File: src/rtl/coll_pkg.sv
package coll_pkg;
    typedef enum logic [2:0] {
        ST_IDLE,
        ST_XMIT,
        ST_JAM,
        ST_BACKOFF,
        ST_GAP,
        ST_RETRY,
        ST_DROP
    } coll_state_e;
endpackage

File: src/rtl/coll_lfsr.sv
module coll_lfsr #(
    parameter int                 W     = 16,
    parameter int                 OUT_W = 10,
    parameter logic [W-1:0]       TAPS  = 16'hB400,
    parameter logic [W-1:0]       SEED  = 16'hACE1
) (
    input  logic             clk,
    input  logic             rst_n,
    output logic [OUT_W-1:0] rnd
);
    logic [W-1:0] q;

    always_ff @(posedge clk) begin
        if (!rst_n) q <= SEED;
        else        q <= (q >> 1) ^ (q[0] ? TAPS : '0);
    end

    assign rnd = q[OUT_W-1:0];
endmodule

File: src/rtl/coll_frame_age.sv
module coll_frame_age #(
    parameter int LATE_BITS = 512
) (
    input  logic clk,
    input  logic rst_n,
    input  logic clr,
    input  logic cnt_en,
    output logic is_late
);
    localparam int AW = $clog2(LATE_BITS + 2);
    localparam logic [AW-1:0] SAT = AW'(LATE_BITS + 1);

    logic [AW-1:0] age;

    always_ff @(posedge clk) begin
        if (!rst_n || clr)              age <= '0;
        else if (cnt_en && age != SAT)  age <= age + 1'b1;
    end

    assign is_late = (age > AW'(LATE_BITS));
endmodule

File: src/rtl/coll_slot_timer.sv
module coll_slot_timer #(
    parameter int SLOT_BITS = 512,
    parameter int RW        = 10
) (
    input  logic                          clk,
    input  logic                          rst_n,
    input  logic                          load,
    input  logic [RW-1:0]                 load_val,
    input  logic                          run,
    input  logic                          tick,
    input  logic                          hold,
    output logic                          done,
    output logic [RW-1:0]                 slots_left,
    output logic [$clog2(SLOT_BITS)-1:0]  frac
);
    localparam int FW = $clog2(SLOT_BITS);
    localparam logic [FW-1:0] FRAC_LAST = FW'(SLOT_BITS - 1);

    always_ff @(posedge clk) begin
        if (!rst_n) begin
            slots_left <= '0;
            frac       <= '0;
        end else if (load) begin
            slots_left <= load_val;
            frac       <= '0;
        end else if (run && tick && !hold && slots_left != '0) begin
            if (frac == FRAC_LAST) begin
                frac       <= '0;
                slots_left <= slots_left - 1'b1;
            end else begin
                frac <= frac + 1'b1;
            end
        end
    end

    assign done = (slots_left == '0);
endmodule

File: src/rtl/coll_retry_ctrl.sv
module coll_retry_ctrl
    import coll_pkg::*;
#(
    parameter int           SLOT_BITS    = 512,
    parameter int           LATE_BITS    = 512,
    parameter int           IFG_BITS     = 96,
    parameter int           MAX_ATTEMPTS = 16,
    parameter int           BACKOFF_CAP  = 10,
    parameter int           LFSR_W       = 16,
    parameter logic [15:0]  LFSR_TAPS    = 16'hB400,
    parameter logic [15:0]  LFSR_SEED    = 16'hACE1
) (
    input  logic                                clk,
    input  logic                                rst_n,
    input  logic                                bit_tick,
    input  logic                                tx_active,
    input  logic                                coll_det,
    input  logic                                crs_rx,
    input  logic                                jam_done,
    input  logic                                enh_backoff_en,
    input  logic                                retry_dis,
    output logic                                jam_req,
    output logic                                retry_go,
    output logic                                abort_tx,
    output logic                                flush_req,
    output logic                                backoff_busy,
    output logic                                late_coll,
    output logic                                retry_err,
    output logic [$clog2(MAX_ATTEMPTS+1)-1:0]   attempt_cnt
);
    localparam int CW = $clog2(MAX_ATTEMPTS + 1);
    localparam int RW = BACKOFF_CAP;
    localparam int FW = $clog2(SLOT_BITS);
    localparam int IW = $clog2(IFG_BITS);
    localparam logic [IW-1:0] GAP_LAST = IW'(IFG_BITS - 1);
    localparam logic [CW-1:0] CNT_MAX  = CW'(MAX_ATTEMPTS);

    coll_state_e state_q, state_d;

    logic           hold;
    logic           in_xmit, coll_hit;
    logic           age_late;
    logic [RW-1:0]  rnd;
    logic [CW-1:0]  cnt_inc;
    int             k_sel;
    logic [RW:0]    mask_w;
    logic [RW-1:0]  r_q;
    logic           late_cur_q, give_up_q;
    logic           abort_sel, tmr_load, tmr_done;
    logic [RW-1:0]  tmr_slots;
    logic [FW-1:0]  tmr_frac;
    logic [IW-1:0]  gap_q;
    logic           gap_last;

    assign hold     = enh_backoff_en & crs_rx;
    assign in_xmit  = (state_q == ST_XMIT);
    assign coll_hit = in_xmit & coll_det;

    coll_frame_age #(.LATE_BITS(LATE_BITS)) u_age (
        .clk     (clk),
        .rst_n   (rst_n),
        .clr     (state_q == ST_IDLE),
        .cnt_en  (in_xmit & bit_tick),
        .is_late (age_late)
    );

    coll_lfsr #(.W(LFSR_W), .OUT_W(RW), .TAPS(LFSR_TAPS), .SEED(LFSR_SEED)) u_rng (
        .clk   (clk),
        .rst_n (rst_n),
        .rnd   (rnd)
    );

    coll_slot_timer #(.SLOT_BITS(SLOT_BITS), .RW(RW)) u_slot (
        .clk        (clk),
        .rst_n      (rst_n),
        .load       (tmr_load),
        .load_val   (r_q),
        .run        (state_q == ST_BACKOFF),
        .tick       (bit_tick),
        .hold       (hold),
        .done       (tmr_done),
        .slots_left (tmr_slots),
        .frac       (tmr_frac)
    );

    // exponent of the backoff window: attempt number capped
    always_comb begin
        cnt_inc = attempt_cnt + 1'b1;
        k_sel   = (int'(cnt_inc) > BACKOFF_CAP) ? BACKOFF_CAP : int'(cnt_inc);
        mask_w  = ((RW+1)'(1) << k_sel) - 1'b1;
    end

    assign abort_sel = late_cur_q | retry_dis | give_up_q;
    assign tmr_load  = (state_q == ST_JAM) & jam_done & ~abort_sel;
    assign gap_last  = (state_q == ST_GAP) & bit_tick & ~hold & (gap_q == GAP_LAST);

    // next state
    always_comb begin
        state_d = state_q;
        unique case (state_q)
            ST_IDLE:    if (tx_active) state_d = ST_XMIT;
            ST_XMIT:    if (coll_det) state_d = ST_JAM;
                        else if (!tx_active) state_d = ST_IDLE;
            ST_JAM:     if (jam_done) state_d = abort_sel ? ST_DROP : ST_BACKOFF;
            ST_BACKOFF: if (tmr_done) state_d = ST_GAP;
            ST_GAP:     if (gap_last) state_d = ST_RETRY;
            ST_RETRY:   state_d = ST_IDLE;
            ST_DROP:    state_d = ST_IDLE;
            default:    state_d = ST_IDLE;
        endcase
    end

    // state register
    always_ff @(posedge clk) begin
        if (!rst_n) state_q <= ST_IDLE;
        else        state_q <= state_d;
    end

    // attempt bookkeeping, random draw and sticky flags
    always_ff @(posedge clk) begin
        if (!rst_n) begin
            attempt_cnt <= '0;
            late_cur_q  <= 1'b0;
            give_up_q   <= 1'b0;
            r_q         <= '0;
            late_coll   <= 1'b0;
            retry_err   <= 1'b0;
        end else begin
            if (coll_hit) begin
                attempt_cnt <= cnt_inc;
                late_cur_q  <= age_late;
                give_up_q   <= (cnt_inc >= CNT_MAX);
                r_q         <= rnd & mask_w[RW-1:0];
                if (age_late) late_coll <= 1'b1;
            end else if (in_xmit && !tx_active) begin
                attempt_cnt <= '0;
            end
            if (state_q == ST_JAM && jam_done && abort_sel) begin
                attempt_cnt <= '0;
                if (give_up_q) retry_err <= 1'b1;
            end
        end
    end

    // inter-frame gap counter
    always_ff @(posedge clk) begin
        if (!rst_n)
            gap_q <= '0;
        else if (state_q != ST_GAP)
            gap_q <= '0;
        else if (bit_tick && !hold && !gap_last)
            gap_q <= gap_q + 1'b1;
    end

    // outputs
    always_comb begin
        jam_req      = (state_q == ST_JAM);
        retry_go     = (state_q == ST_RETRY);
        abort_tx     = (state_q == ST_DROP);
        flush_req    = (state_q == ST_DROP);
        backoff_busy = (state_q == ST_BACKOFF) || (state_q == ST_GAP);
    end
endmodule

File: config.mk
export PLATFORM = sky130hd
export DESIGN_NAME = coll_retry_ctrl
export DESIGN_NICKNAME = d
export VERILOG_FILES = /design/src/rtl/coll_pkg.sv /design/src/rtl/coll_lfsr.sv /design/src/rtl/coll_frame_age.sv /design/src/rtl/coll_slot_timer.sv /design/src/rtl/coll_retry_ctrl.sv
export SDC_FILE = /design/constraint.sdc
export NUM_CORES = 1
export LEC_CHECK = 0
export CELL_PAD_IN_SITES_DETAIL_PLACEMENT = 1
export CELL_PAD_IN_SITES_GLOBAL_PLACEMENT = 2
export CORE_MARGIN = 2
export CORE_UTILIZATION = 39
export CTS_CLUSTER_SIZE = 28
export DETAILED_ROUTE_END_ITERATION = 12
export PLACE_DENSITY = 0.92
export REMOVE_ABC_BUFFERS = 1
export SLEW_MARGIN = 10
export SYNTH_ARGS = -nofsm -noshare
export SYNTH_HDL_FRONTEND = slang
export SYNTH_SLANG_ARGS = --single-unit
File: constraint.sdc
create_clock -name clk -period 4.8 [get_ports clk]
set_clock_uncertainty 0.2 [all_clocks]
set_input_delay 0.96 -clock clk [delete_from_list [all_inputs] [get_ports clk]]
set_output_delay 0.96 -clock clk [all_outputs]
set_load 0.01 [all_outputs]
# Word-level counts from Yosys, hierarchy flattened
# Index checks and enable logic that the tools add are counted.
dict set report op_classes {
  bitwise 15
  mux 16
  n_addsub 6
  magnitude_cmp 3
  n_eq_ne 15
  n_reduce_logical 28
  shifts 1
}
# operator count
set ops {}
lappend ops {{10-bit 2-to-1 mux} 3}
lappend ops {{3-bit 2-to-1 mux} 7}
lappend ops {{10-bit by 1-bit subtractor with 10-bit output (second input constant)} 2}
lappend ops {{16-bit 2-to-1 mux} 1}
lappend ops {{15-bit by 16-bit XOR with 16-bit output} 1}
lappend ops {{5-bit 2-to-1 mux} 3}
lappend ops {{3-bit case mux with 5 select lines} 1}
lappend ops {{10-bit by 1-bit adder with 10-bit output (second input constant)} 1}
lappend ops {{10-bit AND} 1}
lappend ops {{10-bit greater-than comparator (second input constant)} 1}
lappend ops {{10-bit logical NOT} 1}
lappend ops {{10-bit != test (second input constant)} 1}
lappend ops {{10-bit nonzero test} 1}
lappend ops {{1-bit by 5-bit left shift with 10-bit output (first input constant)} 1}
lappend ops {{9-bit by 1-bit adder with 9-bit output (second input constant)} 1}
lappend ops {{3-bit == test (second input constant)} 3}
lappend ops {{9-bit == test (second input constant)} 1}
lappend ops {{1-bit logical AND} 9}
lappend ops {{9-bit 2-to-1 mux} 1}
lappend ops {{1-bit AND} 8}
lappend ops {{2-bit != test (second input constant)} 4}
lappend ops {{7-bit by 1-bit adder with 7-bit output (second input constant)} 1}
lappend ops {{7-bit == test (second input constant)} 1}
lappend ops {{3-bit by 2-bit == test with 1-bit output (second input constant)} 2}
lappend ops {{14 further kinds} 28}
dict set report totals {
  in_bits 9
  word_cells 96
  register_bits 74
  out_inout_bits 12
}

# Logic depth before layout (Yosys ltp)
dict set report logic_depth {
  ltp_word 6
  mapped_depth 13
  ltp_nobuf 12
}

# By module
# From an unflattened synthesis, not the netlist that was laid out.
dict set report unflattened {
  hier_cells 466
  hier_area_um2 3992.6
}
# module seq_area_each_um2 cells_each area_each_um2 n_inst
set modules_own_cells {}
lappend modules_own_cells {coll_retry_ctrl 580.6 231 1800.5 1}
lappend modules_own_cells {coll_slot_timer 380.4 117 1081.0 1}
lappend modules_own_cells {coll_frame_age 200.2 72 583.1 1}
lappend modules_own_cells {coll_lfsr 320.3 46 528.0 1}

# Least setup slack after synthesis
# No wires, ideal clock.
dict set report synth_path {
  kind {register to register}
  startpoint {register u_slot.frac[0]}
  endpoint {register u_slot.slots_left[7]}
  path_buffers 2
  t_arrival_ns 2.983
  path_stages_with_launch 14
  period_less_slack_ns 3.258
  setup_ns 0.075
  slack_ns 1.542
  required_ns 4.525
  path_cell_list {dfxtp_1 > ha_1 > and3_1 > and3_1 > and3_1 > ha_1 > buf_2 > inv_1 > or3b_1 > clkbuf_2 > or4_1 > or3_1 > or2_0 > a31oi_1}
}
dict set report synth_via {
  elab_chain_len 3
}
# item line_no
set synth_lines {}
lappend synth_lines {{start, declared} coll_slot_timer.sv:14} ;# output logic [$clog2(SLOT_BITS)-1:0] frac
lappend synth_lines {{start signal, assigned} coll_slot_timer.sv:31} ;# frac <= frac + 1'b1;
lappend synth_lines {{9-bit == test} coll_slot_timer.sv:27} ;# if (frac == FRAC_LAST) begin
lappend synth_lines {{2-bit nonzero test (no line)} n/a}
lappend synth_lines {{2-bit AND reduction (no line)} n/a}
lappend synth_lines {{end signal, assigned} coll_slot_timer.sv:24} ;# slots_left <= load_val;
lappend synth_lines {{end signal, assigned} coll_slot_timer.sv:29} ;# slots_left <= slots_left - 1'b1;
lappend synth_lines {{end, declared} coll_slot_timer.sv:13} ;# output logic [RW-1:0] slots_left,
# No other way between the ends.
# A chain may end at the register's enable or synchronous reset.

# Worst setup path in the final report
# Same ends and word-level chain as after synthesis.

==> metrics.txt <==
Fmax achieved=0.279 GHz; Placed Instance Area=about 0.0038 mm2; post-CTS sizing=0; filler instances=around 1100; final core utilization=between 40% and 50%; initial antenna violation count=0; Top-Level Pins=21; Die X-Extent=just under 100 um; # setup viols final=0; Comb pwr share=14.3%; post-synth top area share=41.7%; Initial Utilization=between 40% and 50%; sequence of cells on the critical path=ha_1, and3_1, and3_1, and3_1, ha_1, inv_1, or3b_1, or4_1, or3_1, or2_0, a31oi_1; Leakage=roughly 1.4 nW; CP dominant cell by count=and3_1; internal power=just under 1 mW; clk sinks=74; distinct cell type count after synthesis=55; Synth area leader=dfxtp_1; sequential fraction of design power=49.3%; min-delay src=u_rng.q[12]; CTS tree=yes; gr usage total=18.2%; worst r2r path cells=11; Setup TNS Final=0 ns; Data arrival, critical path=approximately 3.7 ns; sw frac=28.4%; Clock transition at path regs=roughly 0.080 ns; # rows=34; ys flop type=dfxtp_1; most common cell in the netlist=dfxtp_1; Synth async-reset ratio=0%; Hold EP=u_rng.q[11]; vias=3082; Setup WS pre-CTS=just over 1 ns; fin area=~0.004 mm2; P_sw=between 0.3 and 0.4 mW; diode count=0; pwr dens=335 mW/mm2; Slew @ Worst Pin=between 0.7 and 0.8 ns; Hold Buf Count CTS=0; DR vias/cell=5.53; share of cells above drive strength 1=under 10%; #FFs+latches synth=74; DRT antenna net count=0; Post-CTS Setup Inserts=0; Peak VDD IR=between 0.1 and 0.15 mV; Final Worst Setup Slack=1.21 ns; reg2reg end=u_slot.slots_left[7]; later-pin clock latency in the skew report=between 0.3 and 0.4 ns; final hold vios=0; critical path class=reg2reg; Final GP Congestion=a little over 0.8; crit start category=register; status=finished clean; post-synthesis sequential area ratio=41.7%; cells after synthesis=~430; core area=a little under 0.009 mm2; Hold Crit Depth=1; CTS Buf Count=9; root buffer cell=clkbuf_8; crit path buf inv count=1; Die Y=between 90 and 100 um; clk buf depth=2; Rel. slew slack=50.7%; unrepaired setup endpoints after global routing=false; # port buffers=20; EDFF count, synth=0; die area=about 0.0099 mm2; max-cap check violation count=0; Syn-to-layout area delta=12.8%; fin crit share=roughly three quarters; Initial DRC Count=roughly 120; Yosys warnings=0; reg2reg start=u_slot.frac[0]; Worst Setup End Kind=register; # DRC=0; DRT Wirelength=between 8 and 9 mm; maximum number of pins on one net before global-route repair=19; Synth area leaders=dfxtp_1 42%, nor2_1 5.5%, a21oi_1 5.1%; Final Max Slew Viols=0; CP max FO=9; GR Overflow Total=0; average cell area after synthesis=8.20 um2; worst stage delay on the critical path=about 0.54 ns; kind of cell adding the most delay to the critical path=simple AND/OR/NAND/NOR gates; Clk pwr share=a little over a third; routed wire length per instance=between 15 and 20 um; Reg2Reg Setup Slack=approximately 1.2 ns; DP Wirelength=slightly above 6 mm; CP Data Required Time=between 4 and 5 ns; Hold Path Class=reg2reg; min cycle time layout=3.59 ns; number of H-tree levels=3; final layout net count=approximately 460; Worst path slowest cell=or4_1; top post-synthesis cells by count=74 x dfxtp_1, 52 x nor2_1, 37 x nand2_1; first-pass GRT wire length=about 15 mm; vias in the first global route=approximately 3000; synthesized area=approximately 0.0036 mm2; First-pass DRT Iterations=4
[worst max-delay path by stage]
stage / startpoint / to / slack [ns] / cells after the start
after floorplan: u_slot.frac[0] / u_slot.slots_left[7] / 1.57 / 11
after global placement: bit_tick / u_slot.slots_left[7] / 1.11 / 7
after detailed placement: bit_tick / u_slot.slots_left[7] / 1.04 / 7
after CTS: u_slot.frac[0] / u_slot.slots_left[7] / 1.20 / 11
after global routing: u_slot.frac[0] / u_slot.slots_left[7] / 0.98 / 11
final: u_slot.frac[0] / u_slot.slots_left[7] / 1.21 / 11
[placed cells by master (no fill, tap or decap), types with 11 or more instances in the layout]
cell / synthesis / routed
clkdlybuf4s50_1: 0 / 20
o21ai_0: 28 / 28
and2_1: 11 / 11
nor3_1: 13 / 13
nor2_1: 52 / 52
nand3_1: 16 / 16
nand2_1: 37 / 37
inv_1: 14 / 14
a21oi_1: 36 / 36
dfxtp_1: 74 / 74
[worst reg2reg max path: stages (launching register included)]
cell,delay [ns]
dfxtp_1,0.37
ha_1,0.20
and3_1,0.20
and3_1,0.21
and3_1,0.17
ha_1,0.33
inv_1,0.08
or3b_1,0.50
or4_1,0.54
or3_1,0.35
or2_0,0.21
a31oi_1,0.15
[per-layer routing]
metal	track usage, %	up-vias	part of all wire [%]
met1	24.7	1499	50
met5	0	-	0
li1	-	1546	-
met3	2.74	8	1.8
met4	7.38	0	1.1
met2	29.0	29	47
[kinds of logic (layout without fill, tap and decap cells)]
family                   count (synthesis)  count (layout)  share of synthesized area [%]
flip-flops                              74              74                           41.7
AND/OR/NAND/NOR                        192             192                           27.9
adder cells (fa/ha/maj)                 10              10                           3.52
multiplexers                             7               7                           2.01
buffers and inverters                   36              52                           4.09
AO/OA/AOI/OAI                           94              94                           15.9
XOR/XNOR                                20              20                           4.93
[flip-flops by register name (all words and copies together) (netlist names)]
register / cells
u_slot.frac: 9
late_coll: 1
u_slot.slots_left: 10
u_rng.q: 16
gap_q: 7
r_q: 10
late_cur_q: 1
u_age.age: 10
give_up_q: 1
retry_err: 1
state_q: 3
attempt_cnt: 5
[power by group through the flow]
stage	sequential [mW]	combinational (mW)	clock [mW]
after CTS	0.661	0.193	0.499
after global placement	0.674	0.185	0
after global routing	0.665	0.217	0.522
after floorplan	0.668	0.128	0
final	0.661	0.192	0.488
after detailed placement	0.675	0.191	0
[per-stage QoR]
stage,instances,total power [mW],hold WS (ns)
2_1_floorplan,412,0.796,0.186
3_3_place_gp,541,0.859,0.191
3_5_place_dp,541,0.866,0.200
4_1_cts,557,1.35,0.218
5_1_grt,557,1.40,0.230
6_report,557,1.34,0.216
[cell type report]
type                    count  area [um2]  area share, %
repair buffers             21         208           5.18
multi-input cells         323        1930           48.2
well taps                 108         135           3.37
clock buffers              11         141           3.53
inverters                  15        56.3           1.41
clock inverters             5        53.8           1.34
flip-flops and latches     74        1480           37.0
Note: power is estimated with default switching activity, not from simulation.
